--- src/rtl/lvds_ser_pkg.sv ---
package lvds_ser_pkg;
  localparam int COLOR_W       = 8;
  localparam int BITS_PER_LANE = 7;
  localparam int DATA_LANES    = 4;
  localparam int CNT_W         = $clog2(BITS_PER_LANE);

  // First-sent bit sits at the MSB of a lane word.
  localparam logic [BITS_PER_LANE-1:0] CLK_PATTERN = 7'b1100011;

  typedef struct packed {
    logic [COLOR_W-1:0] r;
    logic [COLOR_W-1:0] g;
    logic [COLOR_W-1:0] b;
    logic               hs;
    logic               vs;
    logic               de;
  } pixel_t;

  typedef logic [BITS_PER_LANE-1:0] lane_word_t;
endpackage

--- src/rtl/lvds_bit_counter.sv ---
module lvds_bit_counter #(
  parameter int N = 7
) (
  input  logic clk,
  input  logic rst,
  output logic last
);
  localparam int CW = (N > 1) ? $clog2(N) : 1;

  logic [CW-1:0] cnt;

  always_ff @(posedge clk) begin
    if (rst)       cnt <= '0;
    else if (last) cnt <= '0;
    else           cnt <= cnt + CW'(1);
  end

  assign last = (cnt == CW'(N - 1));


  strobe_single_chk: assert property (@(posedge clk) disable iff (rst)
    last |=> !last);


  strobe_gap_chk: assert property (@(posedge clk) disable iff (rst)
    (!last && $past(last)) |-> (cnt == CW'(0)));
endmodule

--- src/rtl/lvds_lane_packer.sv ---
module lvds_lane_packer
  import lvds_ser_pkg::*;
(
  input  pixel_t                          pix,
  input  logic                            valid,
  input  logic                            wide,
  output logic [DATA_LANES-1:0][BITS_PER_LANE-1:0] words
);
  pixel_t p;

  always_comb begin
    p = valid ? pix : '0;
    // leftmost element is sent first
    words[0] = {p.r[0], p.r[1], p.r[2], p.r[3], p.r[4], p.r[5], p.g[0]};
    words[1] = {p.g[1], p.g[2], p.g[3], p.g[4], p.g[5], p.b[0], p.b[1]};
    words[2] = {p.b[2], p.b[3], p.b[4], p.b[5], p.hs, p.vs, p.de};
    if (wide)
      words[3] = {p.r[6], p.r[7], p.g[6], p.g[7], p.b[6], p.b[7], 1'b0};
    else
      words[3] = '0;
  end
endmodule

--- src/rtl/lvds_lane_shifter.sv ---
module lvds_lane_shifter #(
  parameter int W = 7
) (
  input  logic         clk,
  input  logic         rst,
  input  logic         load,
  input  logic [W-1:0] din,
  output logic         sout
);
  logic [W-1:0] sr;

  always_ff @(posedge clk) begin
    if (rst)       sr <= '0;
    else if (load) sr <= din;
    else           sr <= {sr[W-2:0], 1'b0};
  end

  assign sout = sr[W-1];


  first_bit_chk: assert property (@(posedge clk) disable iff (rst)
    load |=> (sout == $past(din[W-1])));
endmodule

--- src/rtl/lvds_pixel_serializer.sv ---
module lvds_pixel_serializer
  import lvds_ser_pkg::*;
(
  input  logic       clk,
  input  logic       rst,
  input  logic       mode_24b,
  input  logic       pix_valid,
  output logic       pix_ready,
  input  logic [7:0] pix_r,
  input  logic [7:0] pix_g,
  input  logic [7:0] pix_b,
  input  logic       pix_hs,
  input  logic       pix_vs,
  input  logic       pix_de,
  output logic [3:0] lane_data,
  output logic       lane_clk
);
  pixel_t                                   pix_in;
  logic [DATA_LANES-1:0][BITS_PER_LANE-1:0] words;
  logic                                     load;

  assign pix_in = '{r: pix_r, g: pix_g, b: pix_b, hs: pix_hs, vs: pix_vs, de: pix_de};

  lvds_bit_counter #(.N(BITS_PER_LANE)) u_cnt (
    .clk  (clk),
    .rst  (rst),
    .last (load)
  );

  assign pix_ready = load;

  lvds_lane_packer u_pack (
    .pix   (pix_in),
    .valid (pix_valid),
    .wide  (mode_24b),
    .words (words)
  );

  for (genvar i = 0; i < DATA_LANES; i++) begin : g_lane
    lvds_lane_shifter #(.W(BITS_PER_LANE)) u_sh (
      .clk  (clk),
      .rst  (rst),
      .load (load),
      .din  (words[i]),
      .sout (lane_data[i])
    );
  end

  lvds_lane_shifter #(.W(BITS_PER_LANE)) u_clk_sh (
    .clk  (clk),
    .rst  (rst),
    .load (load),
    .din  (CLK_PATTERN),
    .sout (lane_clk)
  );


  reset_quiet_chk: assert property (@(posedge clk) disable iff (rst)
    $past(rst) |-> (lane_data == 4'b0 && !lane_clk && !pix_ready));


  narrow_lane3_chk: assert property (@(posedge clk) disable iff (rst)
    (pix_ready && !mode_24b) |=> !lane_data[3]);


  clk_lane_start_chk: assert property (@(posedge clk) disable iff (rst)
    pix_ready |=> lane_clk);


  blank_slot_chk: assert property (@(posedge clk) disable iff (rst)
    (pix_ready && !pix_valid) |=> (lane_data == 4'b0));
endmodule

--- config.mk ---
export PLATFORM = sky130hd
export DESIGN_NAME = lvds_pixel_serializer
export DESIGN_NICKNAME = d
export VERILOG_FILES = /design/src/rtl/lvds_ser_pkg.sv /design/src/rtl/lvds_bit_counter.sv /design/src/rtl/lvds_lane_packer.sv /design/src/rtl/lvds_lane_shifter.sv /design/src/rtl/lvds_pixel_serializer.sv
export SDC_FILE = /design/constraint.sdc
export NUM_CORES = 1
export LEC_CHECK = 0
export ABC_CLOCK_PERIOD_IN_PS = 1900
export BUFFER_PORTS_ARGS = -buffer_cell sky130_fd_sc_hd__buf_2
export CORE_ASPECT_RATIO = 1.4
export CORE_MARGIN = 8
export CORE_UTILIZATION = 40
export DETAILED_ROUTE_END_ITERATION = 12
export PLACE_DENSITY_LB_ADDON = 0.2
export SKIP_CTS_REPAIR_TIMING = 1
export SLEW_MARGIN = 25
export SYNTH_ARGS = -nofsm -noshare
export SYNTH_HDL_FRONTEND = slang
export SYNTH_SLANG_ARGS = --single-unit
--- constraint.sdc ---
create_clock -name clk -period 1.9 [get_ports clk]
set_clock_uncertainty 0.2 [all_clocks]
set_input_delay 0.38 -clock clk [delete_from_list [all_inputs] [get_ports clk]]
set_output_delay 0.38 -clock clk [all_outputs]
set_load 0.02 [all_outputs]
==> impl_metrics.tcl, run 1 <==
set metrics [dict create \
    outcome "completed" \
    io_buffer_count 36 \
    wl_per_cell_um 12.9 \
    grt_pass1_vias 821 \
    hold_viol_final 0 \
    diodes 0 \
    reg2reg_to "g_lane[1].u_sh.sr[3]$_SDFF_PP0_" \
    rsz0062_at_grt "no" \
    die_w_um 62.1 \
    postRouteAntennaNets 0 \
    gp_congestion 0.739 \
    p_per_area_nw_per_um2 958 \
    place_area_um2 1360 \
    io_pins 37 \
    drt-pass1-iter-count 4 \
    slew_headroom_pct 82.0 \
    crit_type "reg2out" \
    yosysUniqueCellTypes 19 \
    worst_pin_slew_ps 270 \
    core-area_um2 2850 \
    startpoint_type "flop" \
    root_buffer "clkbuf_8" \
    drc_errors 0 \
    worst_ir_drop_vdd_mv 0.632 \
    die_area_um2 5000 \
    grt_usage_pct 9.52 \
    syn-mean-instance-area_um2 12.5 \
    cp-end-kind "output pin" \
    crit_path_end "pix_ready" \
    vias_per_cell 4.83 \
    p_total_mw 1.39 \
    wl_mm 2.15 \
    r2r_start "u_cnt.cnt[0]$_SDFF_PP0_" \
    start_util_pct 41.8 \
    fmax_ghz 0.548 \
    synth_warnings 0 \
    nNetsFinal 163 \
    crit_required_ps 1320 \
    syn_inst 95 \
    synthesis.area_um2 1190 \
    die_h_um 80.5 \
    numCtsBuffers 5 \
    cts_buffer_depth 2 \
    post-dp-hpwl_mm 1.56 \
    setup_viol 0 \
    ys_ff_latch 37 \
    antenna_found_initial 0 \
    cts_sinks 37 \
    ff2ff_setup_slack_ps 220 \
    power_leakage_nw 0.659 \
    drv_cap 0 \
    rr_worst_depth 5 \
    synth_nets 128 \
    insertion_delay_ps 280 \
    hp-class "in2reg" \
    area_growth_pct 21.9 \
    slew_violations 0 \
    via_count 807 \
    grt_first_pass_wirelength_mm 3.42 \
    stdcell_count 167 \
    fin_crit_ps 1820 \
    drt_iter0_drc 9 \
    grt_overflow 0 \
    cts.htree.levels 2 \
    placedCellCount 160 \
    clk_pin_slew_ps 70 \
    yosysSeqAreaShare_pct 62.3 \
    stdcell_area_um2 1450 \
    critPathMaxFanout 7 \
    period_share_pct 96.0 \
    drive_above_1_share_pct 35.4 \
    fin_util_pct 50.9 \
    rows 23 \
    cts_tree "yes" \
    arrival_ps 1240 \
    grt_max_degree 27 \
    crit_start "u_cnt.cnt[0]$_SDFF_PP0_" \
]
-- per-stage QoR --
step           hold WS [ps]  setup TNS, ps  setup slack, ps
2_1_floorplan           206              0              304
3_3_place_gp            211              0              211
3_5_place_dp            215              0              150
4_1_cts                88.0          -16.8            -16.8
5_1_grt                87.3              0             9.49
6_report               98.3              0             76.7
-- metal layers --
metal | vias up | global-route usage (%) | routed length [um]
li1 | 405 | - | -
met5 | - | 0 | 0
met4 | 0 | 5.49 | 16
met3 | 2 | 5.43 | 223
met1 | 371 | 9.59 | 914
met2 | 29 | 14.7 | 994
-- flip-flops by register name, summed over array words and instances, names as in the netlist --
register	count
g_lane.u_sh.sr	27
u_cnt.cnt	3
u_clk_sh.sr	7
-- final cells by class --
type	count	area, um2
Fill cell	265	1400
Sequential cell	37	741
Multi-Input combinational cell	47	365
Timing Repair Buffer	38	208
Clock buffer	7	86.3
Tap cell	37	46.3
Inverter	1	3.75
-- synth_stat cells --
| cell | number | share of area [%] |
|---|---|---|
| and3_1 | 1 | 0.53 |
| xnor2_1 | 1 | 0.74 |
| and2_1 | 7 | 3.7 |
| buf_6 | 2 | 1.9 |
| buf_2 | 2 | 0.84 |
| ha_1 | 2 | 2.1 |
| buf_8 | 1 | 1.3 |
| a22o_1 | 18 | 13 |
| nor2_1 | 6 | 1.9 |
| dfxtp_1 | 37 | 62 |
| a21o_1 | 1 | 0.63 |
| and2b_1 | 1 | 0.63 |
| clkbuf_2 | 1 | 0.42 |
| inv_1 | 1 | 0.32 |
| a32o_1 | 5 | 4.2 |
| buf_4 | 4 | 2.5 |
| a21oi_1 | 3 | 1.3 |
| and4b_1 | 1 | 0.84 |
| a21oi_2 | 1 | 0.74 |
-- kinds of logic (layout without fill, tap and decap cells) --
kind of cell / count (synthesis) / count (layout) / share of synthesized area [%]
adder cells (fa/ha/maj): 2 / 2 / 2.10
XOR/XNOR: 1 / 1 / 0.736
buffers and inverters: 11 / 46 / 7.25
flip-flops: 37 / 37 / 62.3
AO/OA/AOI/OAI: 28 / 28 / 20.1
AND/OR/NAND/NOR: 16 / 16 / 7.57
-- how the worst min path moves through the flow --
| stage | startpoint | end | slack (ps) | cells after the start |
|---|---|---|---|---|
| after CTS | pix_b[1] | g_lane[1].u_sh.sr[0]$_SDFF_PP0_ | 90 | 2 |
| after detailed placement | u_clk_sh.sr[2]$_SDFF_PP0_ | u_clk_sh.sr[3]$_SDFF_PP0_ | 210 | 1 |
| final | pix_g[0] | g_lane[0].u_sh.sr[0]$_SDFF_PP0_ | 100 | 2 |
| after global routing | pix_g[0] | g_lane[0].u_sh.sr[0]$_SDFF_PP0_ | 90 | 2 |
| after floorplan | u_clk_sh.sr[1]$_SDFF_PP0_ | u_clk_sh.sr[2]$_SDFF_PP0_ | 210 | 1 |
| after global placement | u_clk_sh.sr[3]$_SDFF_PP0_ | u_clk_sh.sr[4]$_SDFF_PP0_ | 210 | 1 |
-- cell usage in the layout, fill, tap and decap left out --
cell type and count:
a21o_1 1, a21oi_1 3, a21oi_2 1, a22o_1 18
a32o_1 5, and2_1 7, and2b_1 1, and3_1 1
and4b_1 1, buf_12 1, buf_2 36, buf_4 1
clkbuf_1 1, clkbuf_8 6, dfxtp_1 37, ha_1 1
ha_2 1, inv_1 1, nor2_1 6, xnor2_1 1
-- critical path: stages (launching register included) --
cell     delay [ps]
dfxtp_1         360
inv_1            60
ha_2            220
and2_1          180
buf_2           160
-- report_power, final --
part	internal (mW)	switching, mW	leakage, nW
sequential	0.784	0.00671	0.299
combinational	0.0387	0.0327	0.316
clock	0.287	0.239	0.0443
total	1.11	0.279	0.659
Note: power is estimated with default switching activity, not from simulation.
==> inputs of run 2 (changes only) <==
--- a/config.mk
+++ b/config.mk
@@ -7,7 +7,6 @@
 export LEC_CHECK = 0
 export ABC_CLOCK_PERIOD_IN_PS = 1900
 export BUFFER_PORTS_ARGS = -buffer_cell sky130_fd_sc_hd__buf_2
-export CORE_ASPECT_RATIO = 1.4
 export CORE_MARGIN = 8
 export CORE_UTILIZATION = 40
 export DETAILED_ROUTE_END_ITERATION = 12
==> impl_metrics.tcl, run 2 (synthesized netlist as in run 1, its figures left out) <==
set metrics [dict create \
    largest_reg_flops 27 \
    insertion_delay_ps 320 \
    placedCellCount 154 \
    worst_pin_slew_ps 271 \
    crit_required_ps 1320 \
    pwr-share-seq_pct 62.7 \
    grt_overflow 0 \
    drt_iter0_drc 32 \
    diodes 0 \
    post-dp-hpwl_mm 1.51 \
    die_area_um2 4980 \
    crit_start "u_cnt.cnt[0]$_SDFF_PP0_" \
    gp_congestion 0.728 \
    slew_violations 0 \
    cp-end-kind "output pin" \
    wl_per_cell_um 13.4 \
    min_from "pix_b[1]" \
    stdcell_count 161 \
    clk_pin_slew_ps 100 \
    wl_mm 2.16 \
    worst_ir_drop_vdd_mv 0.653 \
    clkPwrFrac_pct 31.3 \
    fin_crit_ps 1810 \
    numCtsBuffers 5 \
    root_buffer "clkbuf_4" \
    nNetsFinal 163 \
    rows 19 \
    period_share_pct 95.3 \
    grt_max_degree 28 \
    drv_cap 0 \
    p_per_area_nw_per_um2 889 \
    power_frac_comb_pct 6.0 \
    drc_errors 0 \
    drt-pass1-iter-count 2 \
    hold_viol_final 0 \
    grt_first_pass_wirelength_mm 3.55 \
    fin_tns_setup_ps 0 \
    io_buffer_count 36 \
    die_h_um 70.5 \
    fmax_ghz 0.552 \
    cts_buffer_depth 2 \
    startpoint_type "flop" \
    power_leakage_nw 0.648 \
    slew_headroom_pct 81.9 \
    pre_cts_ws_ps 220 \
    switching_share_pct 20.9 \
    r2r_start "u_cnt.cnt[0]$_SDFF_PP0_" \
    grt_usage_pct 8.97 \
    die_w_um 70.5 \
    io_pins 37 \
    switchingPower_uw 264 \
    setup_ws_ps 89.4 \
    postRouteAntennaNets 0 \
    setup_viol 0 \
    via_count 806 \
    largestRegisters "g_lane.u_sh.sr (27), u_clk_sh.sr (7), u_cnt.cnt (3)" \
    drive_above_1_share_pct 36.2 \
    arrival_ps 1230 \
    antenna_found_initial 0 \
    outcome "completed" \
    hold_ws_ps 49.9 \
    cts_sinks 37 \
    final_cell_mix "dfxtp_1, buf_2, a22o_1" \
    top_register "g_lane.u_sh.sr" \
    cts_tree "yes" \
    internal_power_uw 1000 \
    cts.htree.levels 2 \
    start_util_pct 42.8 \
    hp-class "in2reg" \
    core-area_um2 2780 \
    crit_type "reg2out" \
    critPathMaxFanout 7 \
    area_growth_pct 19.6 \
    vias_per_cell 5.01 \
    grt_pass1_vias 814 \
]
run 2: cell counts in the layout (fill, tap and decap cells not counted):
No cell type changed its count.
run 2: routing by layer:
| layer | GRT usage (%) | share of wire [%] | vias to the layer above |
|---|---|---|---|
| met5 | 0 | 0 | - |
| met4 | 4.60 | 2.3 | 0 |
| met3 | 6.42 | 10 | 5 |
| met2 | 13.5 | 41 | 28 |
| met1 | 9.17 | 46 | 369 |
| li1 | - | - | 404 |
run 2: through the flow:
step / utilization, % / power, mW / instance area [um2]
floorplan: - / 0.837 / 1190
global placement: 48.7 / 0.878 / 1350
detailed placement: 48.7 / 0.881 / 1350
CTS: 50.7 / 1.28 / 1410
global route: 51.1 / 1.32 / 1420
finish: 51.1 / 1.26 / 1420
run 2: cell type report:
| class | count | area [um2] |
|---|---|---|
| repair buffers | 38 | 208 |
| multi-input cells | 47 | 375 |
| well taps | 31 | 38.8 |
| clock buffers | 7 | 55.1 |
| fillers | 266 | 1360 |
| inverters | 1 | 3.75 |
| flip-flops and latches | 37 | 742 |
run 2: power groups by stage:
| stage | Sequential, mW | Clock [mW] | Combinational, mW |
|---|---|---|---|
| 2_1_floorplan | 0.805 | 0 | 0.0320 |
| 3_3_place_gp | 0.808 | 0 | 0.0701 |
| 3_5_place_dp | 0.808 | 0 | 0.0730 |
| 4_1_cts | 0.790 | 0.419 | 0.0734 |
| 5_1_grt | 0.794 | 0.446 | 0.0841 |
| 6_report | 0.792 | 0.396 | 0.0757 |
run 2: worst paths after layout:
check / to / slack, ps / cells past startpoint
worst max-delay path: pix_ready / 90 / 4
worst min-delay path: g_lane[1].u_sh.sr[0]$_SDFF_PP0_ / 50 / 2
worst max register to register: g_lane[3].u_sh.sr[5]$_SDFF_PP0_ / 340 / 5
worst min register to register: u_cnt.cnt[0]$_SDFF_PP0_ / 220 / 1
run 2: critical path, stage by stage, from the launching register on:
cell and delay (ps):
dfxtp_2 350, inv_1 60, ha_4 180, and2_1 160, buf_2 150
